--- config.mk ---
export PLATFORM = sky130hd
export DESIGN_NAME = pix_trig_cell
export DESIGN_NICKNAME = d
export VERILOG_FILES = /design/src/rtl/pxc_pkg.sv /design/src/rtl/pxc_cfg_chain.sv /design/src/rtl/pxc_delay_unit.sv /design/src/rtl/pxc_event_fifo.sv /design/src/rtl/pix_trig_cell.sv
export SDC_FILE = /design/constraint.sdc
export NUM_CORES = 1
export LEC_CHECK = 0
export CORE_UTILIZATION = 40
export CTS_CLUSTER_SIZE = 10
export DETAILED_ROUTE_END_ITERATION = 10
export DONT_BUFFER_PORTS = 1
export HOLD_SLACK_MARGIN = 0.05
export SYNTH_ARGS = -nofsm -noshare
export SYNTH_HDL_FRONTEND = slang
export SYNTH_SLANG_ARGS = --single-unit
--- constraint.sdc ---
create_clock -name clk -period 2.6 [get_ports clk]
set_input_delay 0.26 -clock clk [delete_from_list [all_inputs] [get_ports clk]]
set_output_delay 0.26 -clock clk [all_outputs]
set_load 0.02 [all_outputs]
--- src/rtl/pxc_pkg.sv ---
// Package: configuration layout shared by the pixel-cell modules.
// Assumes a five-bit chain: {trim[2:0], test_en, mask}, mask at bit 0.
package pxc_pkg;
    localparam int CFG_W    = 5;
    localparam int TRIM_W   = 3;
    localparam int MASK_BIT = 0;
    localparam int TEN_BIT  = 1;
    localparam int TRIM_LSB = 2;
endpackage

--- src/rtl/pxc_cfg_chain.sv ---
// Serial configuration chain and working latches of one cell.
// Shifting moves data toward cfg_sout. The latches change only on load.
// Assumes shift and load are driven by a slow, static configuration sequence.
module pxc_cfg_chain
    import pxc_pkg::*;
(
    input  logic              clk,
    input  logic              rst_n,
    input  logic              sin,
    input  logic              shift_en,
    input  logic              load,
    output logic              sout,
    output logic              mask,
    output logic              test_en,
    output logic [TRIM_W-1:0] trim
);
    logic [CFG_W-1:0] chain_q;
    logic [CFG_W-1:0] lat_q;

    // Shift register: new bit enters at bit 0.
    always_ff @(posedge clk) begin
        if (!rst_n)        chain_q <= '0;
        else if (shift_en) chain_q <= {chain_q[CFG_W-2:0], sin};
    end

    // Working latches: copied from the chain on load only.
    always_ff @(posedge clk) begin
        if (!rst_n)    lat_q <= '0;
        else if (load) lat_q <= chain_q;
    end

    assign sout    = chain_q[CFG_W-1];
    assign mask    = lat_q[MASK_BIT];
    assign test_en = lat_q[TEN_BIT];
    assign trim    = lat_q[TRIM_LSB +: TRIM_W];

    // latches hold whenever no load is seen
    a_r12_latch_hold: assert property (@(posedge clk) disable iff (!rst_n)
        !load |=> $stable(lat_q));
endmodule

--- src/rtl/pxc_delay_unit.sv ---
// One delay unit: times a single hit for 'latency' cycles after loading.
// expire is high for one cycle when the count reaches zero, and the unit
// frees itself in that same cycle. Assumes start only when free or expiring.
module pxc_delay_unit #(
    parameter int LAT_W = 8
) (
    input  logic             clk,
    input  logic             rst_n,
    input  logic             start,
    input  logic [LAT_W-1:0] latency,
    output logic             busy,
    output logic             expire
);
    logic [LAT_W-1:0] cnt_q;

    assign expire = busy && (cnt_q == '0);

    // Load on start, count down while busy, release on expiry.
    always_ff @(posedge clk) begin
        if (!rst_n) begin
            busy  <= 1'b0;
            cnt_q <= '0;
        end else if (start) begin
            busy  <= 1'b1;
            cnt_q <= latency;
        end else if (expire) begin
            busy  <= 1'b0;
        end else if (busy) begin
            cnt_q <= cnt_q - 1'b1;
        end
    end

    // a unit still counting stays busy in the next cycle
    a_r4_keeps_counting: assert property (@(posedge clk) disable iff (!rst_n)
        (busy && cnt_q != '0 && !start) |=> busy);
    // expiry without a restart frees the unit
    a_r4_release: assert property (@(posedge clk) disable iff (!rst_n)
        (expire && !start) |=> !busy);
endmodule

--- src/rtl/pxc_event_fifo.sv ---
// Event queue of DEPTH entries with a registered read port.
// A pop loads out_q with the oldest entry, or with zero when empty.
// A push while full succeeds only if a pop happens in the same cycle;
// otherwise 'drop' flags the loss. Any DEPTH >= 2 is accepted.
module pxc_event_fifo #(
    parameter int W     = 5,
    parameter int DEPTH = 4
) (
    input  logic         clk,
    input  logic         rst_n,
    input  logic         push,
    input  logic [W-1:0] din,
    input  logic         pop,
    output logic [W-1:0] out_q,
    output logic         drop
);
    localparam int PW = $clog2(DEPTH);
    localparam int CW = $clog2(DEPTH + 1);

    logic [W-1:0]  mem_q [DEPTH];
    logic [PW-1:0] wptr_q, rptr_q;
    logic [CW-1:0] count_q;
    logic          empty, full, do_push, do_pop;

    assign empty   = (count_q == '0);
    assign full    = (count_q == CW'(DEPTH));
    assign do_pop  = pop && !empty;
    assign do_push = push && (!full || pop);
    assign drop    = push && full && !pop;

    // Storage and pointers; pointers wrap explicitly at DEPTH-1.
    always_ff @(posedge clk) begin
        if (!rst_n) begin
            for (int i = 0; i < DEPTH; i++) mem_q[i] <= '0;
            wptr_q  <= '0;
            rptr_q  <= '0;
            count_q <= '0;
        end else begin
            if (do_push) begin
                mem_q[wptr_q] <= din;
                wptr_q <= (wptr_q == PW'(DEPTH-1)) ? '0 : wptr_q + 1'b1;
            end
            if (do_pop)
                rptr_q <= (rptr_q == PW'(DEPTH-1)) ? '0 : rptr_q + 1'b1;
            count_q <= count_q + CW'(do_push) - CW'(do_pop);
        end
    end

    // Read register: oldest entry, or zero for an empty queue.
    always_ff @(posedge clk) begin
        if (!rst_n)   out_q <= '0;
        else if (pop) out_q <= empty ? '0 : mem_q[rptr_q];
    end

    // occupancy never exceeds the depth
    a_r7_count_bound: assert property (@(posedge clk) disable iff (!rst_n)
        count_q <= CW'(DEPTH));
    // a dropped push leaves the queue full
    a_r9_full_hold: assert property (@(posedge clk) disable iff (!rst_n)
        drop |=> full);
    // reading an empty queue yields zero
    a_r8_empty_zero: assert property (@(posedge clk) disable iff (!rst_n)
        (pop && empty) |=> (out_q == '0));
endmodule

--- src/rtl/pix_trig_cell.sv ---
// Digital back end of one pixel cell. A hit (or an enabled test strobe)
// passes the mask, is synchronised and edge-detected, then timed by one of
// N_UNITS delay units. It is stored as {1, tag} if l1_trig is high when its
// unit expires. The tag counts trigger cycles since reset.
// Assumes inputs are quasi-static relative to the clock apart from
// disc_hit, which goes through a two-stage synchroniser.
module pix_trig_cell
    import pxc_pkg::*;
#(
    parameter int LAT_W   = 8,
    parameter int TAG_W   = 4,
    parameter int DEPTH   = 4,
    parameter int N_UNITS = 2
) (
    input  logic              clk,
    input  logic              rst_n,
    input  logic              disc_hit,
    input  logic              test_strobe,
    input  logic              l1_trig,
    input  logic [LAT_W-1:0]  latency,
    input  logic              rd_req,
    input  logic              cfg_sin,
    input  logic              cfg_shift,
    input  logic              cfg_load,
    output logic              cfg_sout,
    output logic [TRIM_W-1:0] trim_code,
    output logic              fast_or,
    output logic [TAG_W:0]    rd_data,
    output logic              overflow
);
    localparam int EW = TAG_W + 1;

    logic               mask, test_en, raw_hit;
    logic               sync1_q, sync2_q, sync3_q, start;
    logic [N_UNITS-1:0] busy, expire, free, grant;
    logic               taken, lost_hit, match, drop;
    logic [TAG_W-1:0]   tag_q;

    pxc_cfg_chain u_cfg (
        .clk(clk), .rst_n(rst_n), .sin(cfg_sin), .shift_en(cfg_shift),
        .load(cfg_load), .sout(cfg_sout), .mask(mask), .test_en(test_en),
        .trim(trim_code)
    );

    // Masked hit source, also the fast-OR.
    assign raw_hit = !mask && (disc_hit || (test_en && test_strobe));
    assign fast_or = raw_hit;

    // Two-stage synchroniser plus a stage for rising-edge detection.
    always_ff @(posedge clk) begin
        if (!rst_n) {sync1_q, sync2_q, sync3_q} <= '0;
        else        {sync1_q, sync2_q, sync3_q} <= {raw_hit, sync1_q, sync2_q};
    end
    assign start = sync2_q && !sync3_q;

    // Lowest-numbered free unit takes the new hit.
    always_comb begin
        grant = '0;
        taken = 1'b0;
        for (int i = 0; i < N_UNITS; i++) begin
            if (!taken && free[i]) begin
                grant[i] = start;
                taken    = 1'b1;
            end
        end
    end
    assign lost_hit = start && !taken;

    for (genvar g = 0; g < N_UNITS; g++) begin : g_unit
        pxc_delay_unit #(.LAT_W(LAT_W)) u_dly (
            .clk(clk), .rst_n(rst_n), .start(grant[g]), .latency(latency),
            .busy(busy[g]), .expire(expire[g])
        );
        assign free[g] = !busy[g] || expire[g];
    end

    assign match = (|expire) && l1_trig;

    // Event tag: counts cycles with the trigger high.
    always_ff @(posedge clk) begin
        if (!rst_n)       tag_q <= '0;
        else if (l1_trig) tag_q <= tag_q + 1'b1;
    end

    pxc_event_fifo #(.W(EW), .DEPTH(DEPTH)) u_fifo (
        .clk(clk), .rst_n(rst_n), .push(match), .din({1'b1, tag_q}),
        .pop(rd_req), .out_q(rd_data), .drop(drop)
    );

    // Sticky overflow: any lost hit or dropped event.
    always_ff @(posedge clk) begin
        if (!rst_n) overflow <= 1'b0;
        else        overflow <= overflow || lost_hit || drop;
    end

    // overflow is sticky
    a_r6_sticky: assert property (@(posedge clk) disable iff (!rst_n)
        overflow |=> overflow);
    // a hit finding no free unit raises overflow
    a_r6_lost_flag: assert property (@(posedge clk) disable iff (!rst_n)
        lost_hit |=> overflow);
    // at most one unit is loaded per cycle
    a_r5_one_unit: assert property (@(posedge clk) disable iff (!rst_n)
        $onehot0(grant));
    // a masked cell never shows a fast-OR
    a_r3_mask_quiet: assert property (@(posedge clk) disable iff (!rst_n)
        mask |-> !fast_or);
endmodule

# After elaboration in Yosys (flattened, before gate mapping)
# Memory sizes are Yosys's and may differ from the RTL's. A register that Yosys moved wholly into a read port is not among the register bits.
# Index checks and enable logic that the tools add are counted.
# W data, S select, Z words.
dict set report totals {
  register_bits 48
  ram_bits 20
  out_inout_bits 11
  n_memories 1
}
dict set report op_classes {
  n_addsub 7
  n_eq_ne 5
  n_mux 26
  reduce_logical 38
}
# memory depth width read_ports rd_clocked_by_memory_dff write_ports line
set mem_list {}
lappend mem_list {u_fifo.mem_q 4 5 1 1 4 pxc_event_fifo.sv:20} ;# logic [W-1:0] mem_q [DEPTH];
# operator count
set ops {}
lappend ops {{$mux W8} 6}
lappend ops {{$logic_not A8 Y1} 2}
lappend ops {{$sub A8 B1 Y8 const B} 2}
lappend ops {{$mux W1} 13}
lappend ops {{$logic_and A1 B1 Y1} 12}
lappend ops {{$mux W2} 5}
lappend ops {{$mux W5} 2}
lappend ops {{$logic_not A1 Y1} 9}
lappend ops {{$reduce_bool A2 Y1} 4}
lappend ops {{$logic_or A1 B1 Y1} 6}
lappend ops {{$reduce_or A5 Y1} 1}
lappend ops {{$add A2 B1 Y2 const B} 2}
lappend ops {{$add A4 B1 Y4 const B} 1}
lappend ops {{$eq A2 B2 Y1 const B} 2}
lappend ops {{$ne A2 B1 Y1 const B} 2}
lappend ops {{$reduce_and A2 Y1} 2}
lappend ops {{$add A3 B1 Y3} 1}
lappend ops {{$eq A3 B3 Y1 const B} 1}
lappend ops {{$logic_not A3 Y1} 1}
lappend ops {{$sub A3 B1 Y3} 1}
lappend ops {{$reduce_or A2 Y1} 1}

# Longest topological paths before layout
dict set report logic_depth {
  depth_word 11
  mapped_depth 12
}

# By module
# Synthesis repeated with hierarchy kept, for this count alone.
dict set report unflattened {
  hier_cells 323
  hier_area_um2 3379.5
}
# module n_inst cells_each area_each_um2 seq_area_each_um2
set by_module_without_submodules {}
lappend by_module_without_submodules {pxc_event_fifo 1 125 1511.4 880.8}
lappend by_module_without_submodules {{pxc_delay_unit at g_unit[0].u_dly} 1 67 581.8 180.2}
lappend by_module_without_submodules {{pxc_delay_unit at g_unit[1].u_dly} 1 62 528.0 180.2}
lappend by_module_without_submodules {pxc_cfg_chain 1 32 385.4 200.2}
lappend by_module_without_submodules {pix_trig_cell 1 37 372.9 160.2}

# Least setup slack after synthesis
# Ideal clock, no wire load.
dict set report synth_path {
  kind {reg2reg}
  start {reg g_unit[0].u_dly.cnt_q[0]}
  end {reg u_fifo.count_q[2]}
  t_arrival_ps 2366
  setup_slack_ps 107
  stages_incl_launch_ff 13
  path_buffers 2
  cell_sequence {dfxtp_1 > inv_1 > ha_1 > or3b_1 > clkbuf_1 > nor4_4 > or2_2 > buf_4 > ha_1 > inv_1 > fa_1 > xnor2_1 > nor2_1}
}
dict set report synth_via {
  elab_chain_len 7
}
# item line
set synth_lines {}
lappend synth_lines {{start, declared} pxc_delay_unit.sv:14} ;# logic [LAT_W-1:0] cnt_q;
lappend synth_lines {{start signal, assigned} pxc_delay_unit.sv:25} ;# cnt_q <= latency;
lappend synth_lines {{start signal, assigned} pxc_delay_unit.sv:29} ;# cnt_q <= cnt_q - 1'b1;
lappend synth_lines {{$logic_not A8 Y1} pxc_delay_unit.sv:16} ;# assign expire = busy && (cnt_q == '0);
lappend synth_lines {{$logic_and A1 B1 Y1} pxc_delay_unit.sv:16}
lappend synth_lines {{$reduce_or A2 Y1} pix_trig_cell.sv:77} ;# assign match = (|expire) && l1_trig;
lappend synth_lines {{$logic_and A1 B1 Y1} pix_trig_cell.sv:77}
lappend synth_lines {{$logic_and A1 B1 Y1} pxc_event_fifo.sv:28} ;# assign do_push = push && (!full || pop);
lappend synth_lines {{$add A3 B1 Y3} pxc_event_fifo.sv:45} ;# count_q <= count_q + CW'(do_push) - CW'(do_pop);
lappend synth_lines {{$sub A3 B1 Y3} pxc_event_fifo.sv:45}
lappend synth_lines {{end signal, assigned} pxc_event_fifo.sv:45}
lappend synth_lines {{end, declared} pxc_event_fifo.sv:22} ;# logic [CW-1:0] count_q;
# Every way passes these cells.
# A chain may end at the register's enable or synchronous reset.

# Worst setup path after layout
dict set report layout_path {
  start {reg g_unit[0].u_dly.cnt_q[4]}
  end {reg u_fifo.count_q[2]}
}
# The elaborated chain is that of the path after synthesis.

==> flow_metrics.tcl <==
set metrics [dict create \
    synth_fp_nets 356 \
    vias_per_cell 5.36 \
    grt_pass1_wl_mm 11.3 \
    p_leak_nw 1.40 \
    synth_largest_area_cell "dfxtp_1" \
    reg2regPathDepth 8 \
    post-dp-hpwl_mm 4.75 \
    fp.dieH_um 92.3 \
    cts.sinks 70 \
    drc 0 \
    timing.fmax_mhz 417 \
    synth.distinct_cells 53 \
    diodes 0 \
    yosysWarnings 0 \
    worstHoldStart "l1_trig" \
    power_mw 2.58 \
    reg2reg_slack_ns 0.20 \
    antenna_found_initial 0 \
    min_period_ns 2.40 \
    r2r_start "g_unit[0].u_dly.cnt_q[4]" \
    fp.dieW_um 92.3 \
    nNetsFinal 369 \
    clk_pin_slew_ns 0.08 \
    core_area_sq_um 7810 \
    first_pass_iters 4 \
    yosysSeqAreaShare 0.491 \
    yosysMostFrequentCell "dfxtp_1" \
    finalMaxSlewViolations 0 \
    wl_mm 6.62 \
    synthDominantCellAreaShare 0.307 \
    min_period_over_period 0.922 \
    worstPathRequired_ns 2.82 \
    num_vias 2417 \
    synth_edf_count 20 \
    finalSetupViolCount 0 \
    async_flop_share 0 \
    placementRows 32 \
    grt_max_degree 23 \
    finalSetupTns_ns 0 \
    crit_fanout 8 \
    path_class "reg -> reg" \
    numCtsBuffers 9 \
    yosys-top-cells-count "dfxtp_1, nor2_1, a21oi_1, nand2_1, edfxtp_1" \
    power_density_nw_per_um2 701 \
    drive_gt1_frac 0.123 \
    hold_viol 0 \
    fin_skew_ns 0.0114 \
    final_cells 451 \
    overflow 0 \
    ant_nets 0 \
    synth_area_leaders "dfxtp_1, edfxtp_1, nor2_1, a21oi_1, mux2i_1" \
    dp_cells 431 \
    tightest_slew_ns 0.489 \
    place_congestion 0.795 \
    die_area_sq_um 8520 \
    ir_drop_v 0.000515 \
    nFillCells 766 \
    detail_route.wl_per_cell_um 14.7 \
    cts_tree "built" \
    h-tree-depth 3 \
    holdPathEnd "tag_q[0]" \
    r2r_end "u_fifo.count_q[2]" \
    port-buffer-count 0 \
    rsz0062_at_grt "false" \
    hold_class "in -> reg" \
    max_slew_margin 0.672 \
    hold-path-cell-count 2 \
    avgSynthCellArea_sq_um 9.85 \
    ys.flop_type "dfxtp_1" \
    grt.total_usage 0.173 \
    cts-root-buf "clkbuf_8" \
    synthCells 331 \
    syn_area_sq_um 3260 \
    clk_path_buf_depth 2 \
    ys_ff_latch 70 \
    outcome "completed" \
    first_iter_violations 149 \
    maxCapViolations 0 \
    cp-start-kind "flip-flop" \
    io-pin-count 28 \
    hold_slack_ns 0.0702 \
    cp.arrival_ns 2.62 \
    worst_setup_path_end_kind "flip-flop" \
    syn2layout_area_growth_pct 12.7 \
    grt_pass1_vias 2392 \
    start_util 0.418 \
    clock_latency_ns 0.34 \
]
-- worst max-delay path: stages, from the launching register on --
cell     delay, ns
dfxtp_1       0.38
or4_1         0.61
nor4_4        0.31
or2_4         0.21
ha_1          0.15
inv_1         0.04
fa_1          0.37
xnor2_1       0.17
nor2_1        0.05
-- power by group --
part / switching (mW) / total [mW] / internal [mW]
Sequential: 0.0942 / 1.29 / 1.20
Combinational: 0.196 / 0.397 / 0.200
Clock: 0.388 / 0.885 / 0.497
Total: 0.679 / 2.58 / 1.90
-- how the worst max path moves through the flow --
stage	startpoint	end	slack, ns	depth (start not counted)
final	g_unit[0].u_dly.cnt_q[4]	u_fifo.count_q[2]	0.20	8
after global placement	g_unit[0].u_dly.cnt_q[0]	u_fifo.count_q[2]	0.20	10
after floorplan	g_unit[0].u_dly.cnt_q[0]	u_fifo.count_q[2]	0.11	12
after global routing	g_unit[0].u_dly.cnt_q[4]	u_fifo.count_q[2]	0.002	8
after detailed placement	g_unit[0].u_dly.cnt_q[0]	u_fifo.count_q[2]	0.16	10
after CTS	g_unit[0].u_dly.cnt_q[0]	u_fifo.count_q[2]	0.15	10
-- per-layer routing --
| metal | GRT usage | vias to the layer above | wire (um) |
|---|---|---|---|
| li1 | - | 1220 | - |
| met1 | 0.224 | 1138 | 3230 |
| met2 | 0.275 | 53 | 3010 |
| met3 | 0.0572 | 6 | 319 |
| met4 | 0.0469 | 0 | 63 |
| met5 | 0 | - | 0 |
-- layout by cell type (no fill, tap or decap), types with 2 or more instances in the layout --
| cell | instances |
|---|---|
| dfxtp_1 | 50 |
| nor2_1 | 37 |
| nand2_1 | 26 |
| a21oi_1 | 26 |
| edfxtp_1 | 20 |
| and2_1 | 17 |
| buf_4 | 16 |
| mux2i_1 | 13 |
| o21ai_1 | 12 |
| nor3_1 | 12 |
| inv_1 | 11 |
| clkbuf_8 | 11 |
| nand2b_1 | 8 |
| ha_1 | 7 |
| a31oi_1 | 6 |
| nand3_1 | 5 |
| nor4_1 | 5 |
| mux4_2 | 5 |
| a211oi_1 | 5 |
| o31ai_1 | 4 |
| or3_1 | 4 |
| and3_1 | 4 |
| xor2_1 | 4 |
| dlygate4sd3_1 | 3 |
| or4_1 | 2 |
| nand4_1 | 2 |
| xnor2_1 | 2 |
| nor4b_4 | 2 |
| o21ai_0 | 2 |
| clkbuf_1 | 2 |
-- per-stage QoR --
stage / worst slack (ns) / util / cell area, sq um
CTS: 0.146 / 0.469 / 3660
global route: 0.00158 / 0.471 / 3680
floorplan: 0.107 / - / 3260
finish: 0.202 / 0.471 / 3680
global placement: 0.199 / 0.439 / 3430
detailed placement: 0.163 / 0.439 / 3430
-- state kept, by name, summed over array words and instances (netlist names), 2 cells and up, named ones only --
| register | cells |
|---|---|
| u_fifo.count_q | 3 |
| u_fifo.wptr_q | 2 |
| g_unit.u_dly.cnt_q | 16 |
| u_fifo.mem_q | 20 |
| u_fifo.out_q | 5 |
| u_cfg.chain_q | 5 |
| g_unit.u_dly.busy | 2 |
| u_cfg.lat_q | 5 |
| tag_q | 4 |
| u_fifo.rptr_q | 2 |
-- cell families (layout without fill, tap and decap cells) --
kind of cell	Yosys count	in the layout	share of synthesized area
and+or+nand+nor	131	131	0.218
muxes	18	18	0.0744
buffers and inverters	29	47	0.0353
adders and majority gates	8	8	0.0330
AOI/OAI and AO/OA	69	69	0.132
DFF	70	70	0.491
xor gates and xnor gates	6	6	0.0161
-- area by class of cell --
| type | count | area [sq um] | share of cell area |
|---|---|---|---|
| timing repair buffer | 19 | 150 | 0.0408 |
| clock buffer | 13 | 159 | 0.0432 |
| sequential | 70 | 1600 | 0.436 |
| inverter | 12 | 45.0 | 0.0123 |
| multi-input combinational | 232 | 1550 | 0.421 |
| tap | 102 | 128 | 0.0347 |
| clock inverter | 3 | 43.8 | 0.0119 |
-- what timing repair did --
| action | 4_1_cts | 5_1_grt |
|---|---|---|
| setup buffers | 0 | 1 |
| hold buffers | 3 | 0 |
| hold endpoints to repair | 7 | 0 |
| resized for setup | 0 | 2 |
| setup endpoints to repair | 0 | 6 |
No activity file was read; power rests on OpenSTA's default activity.
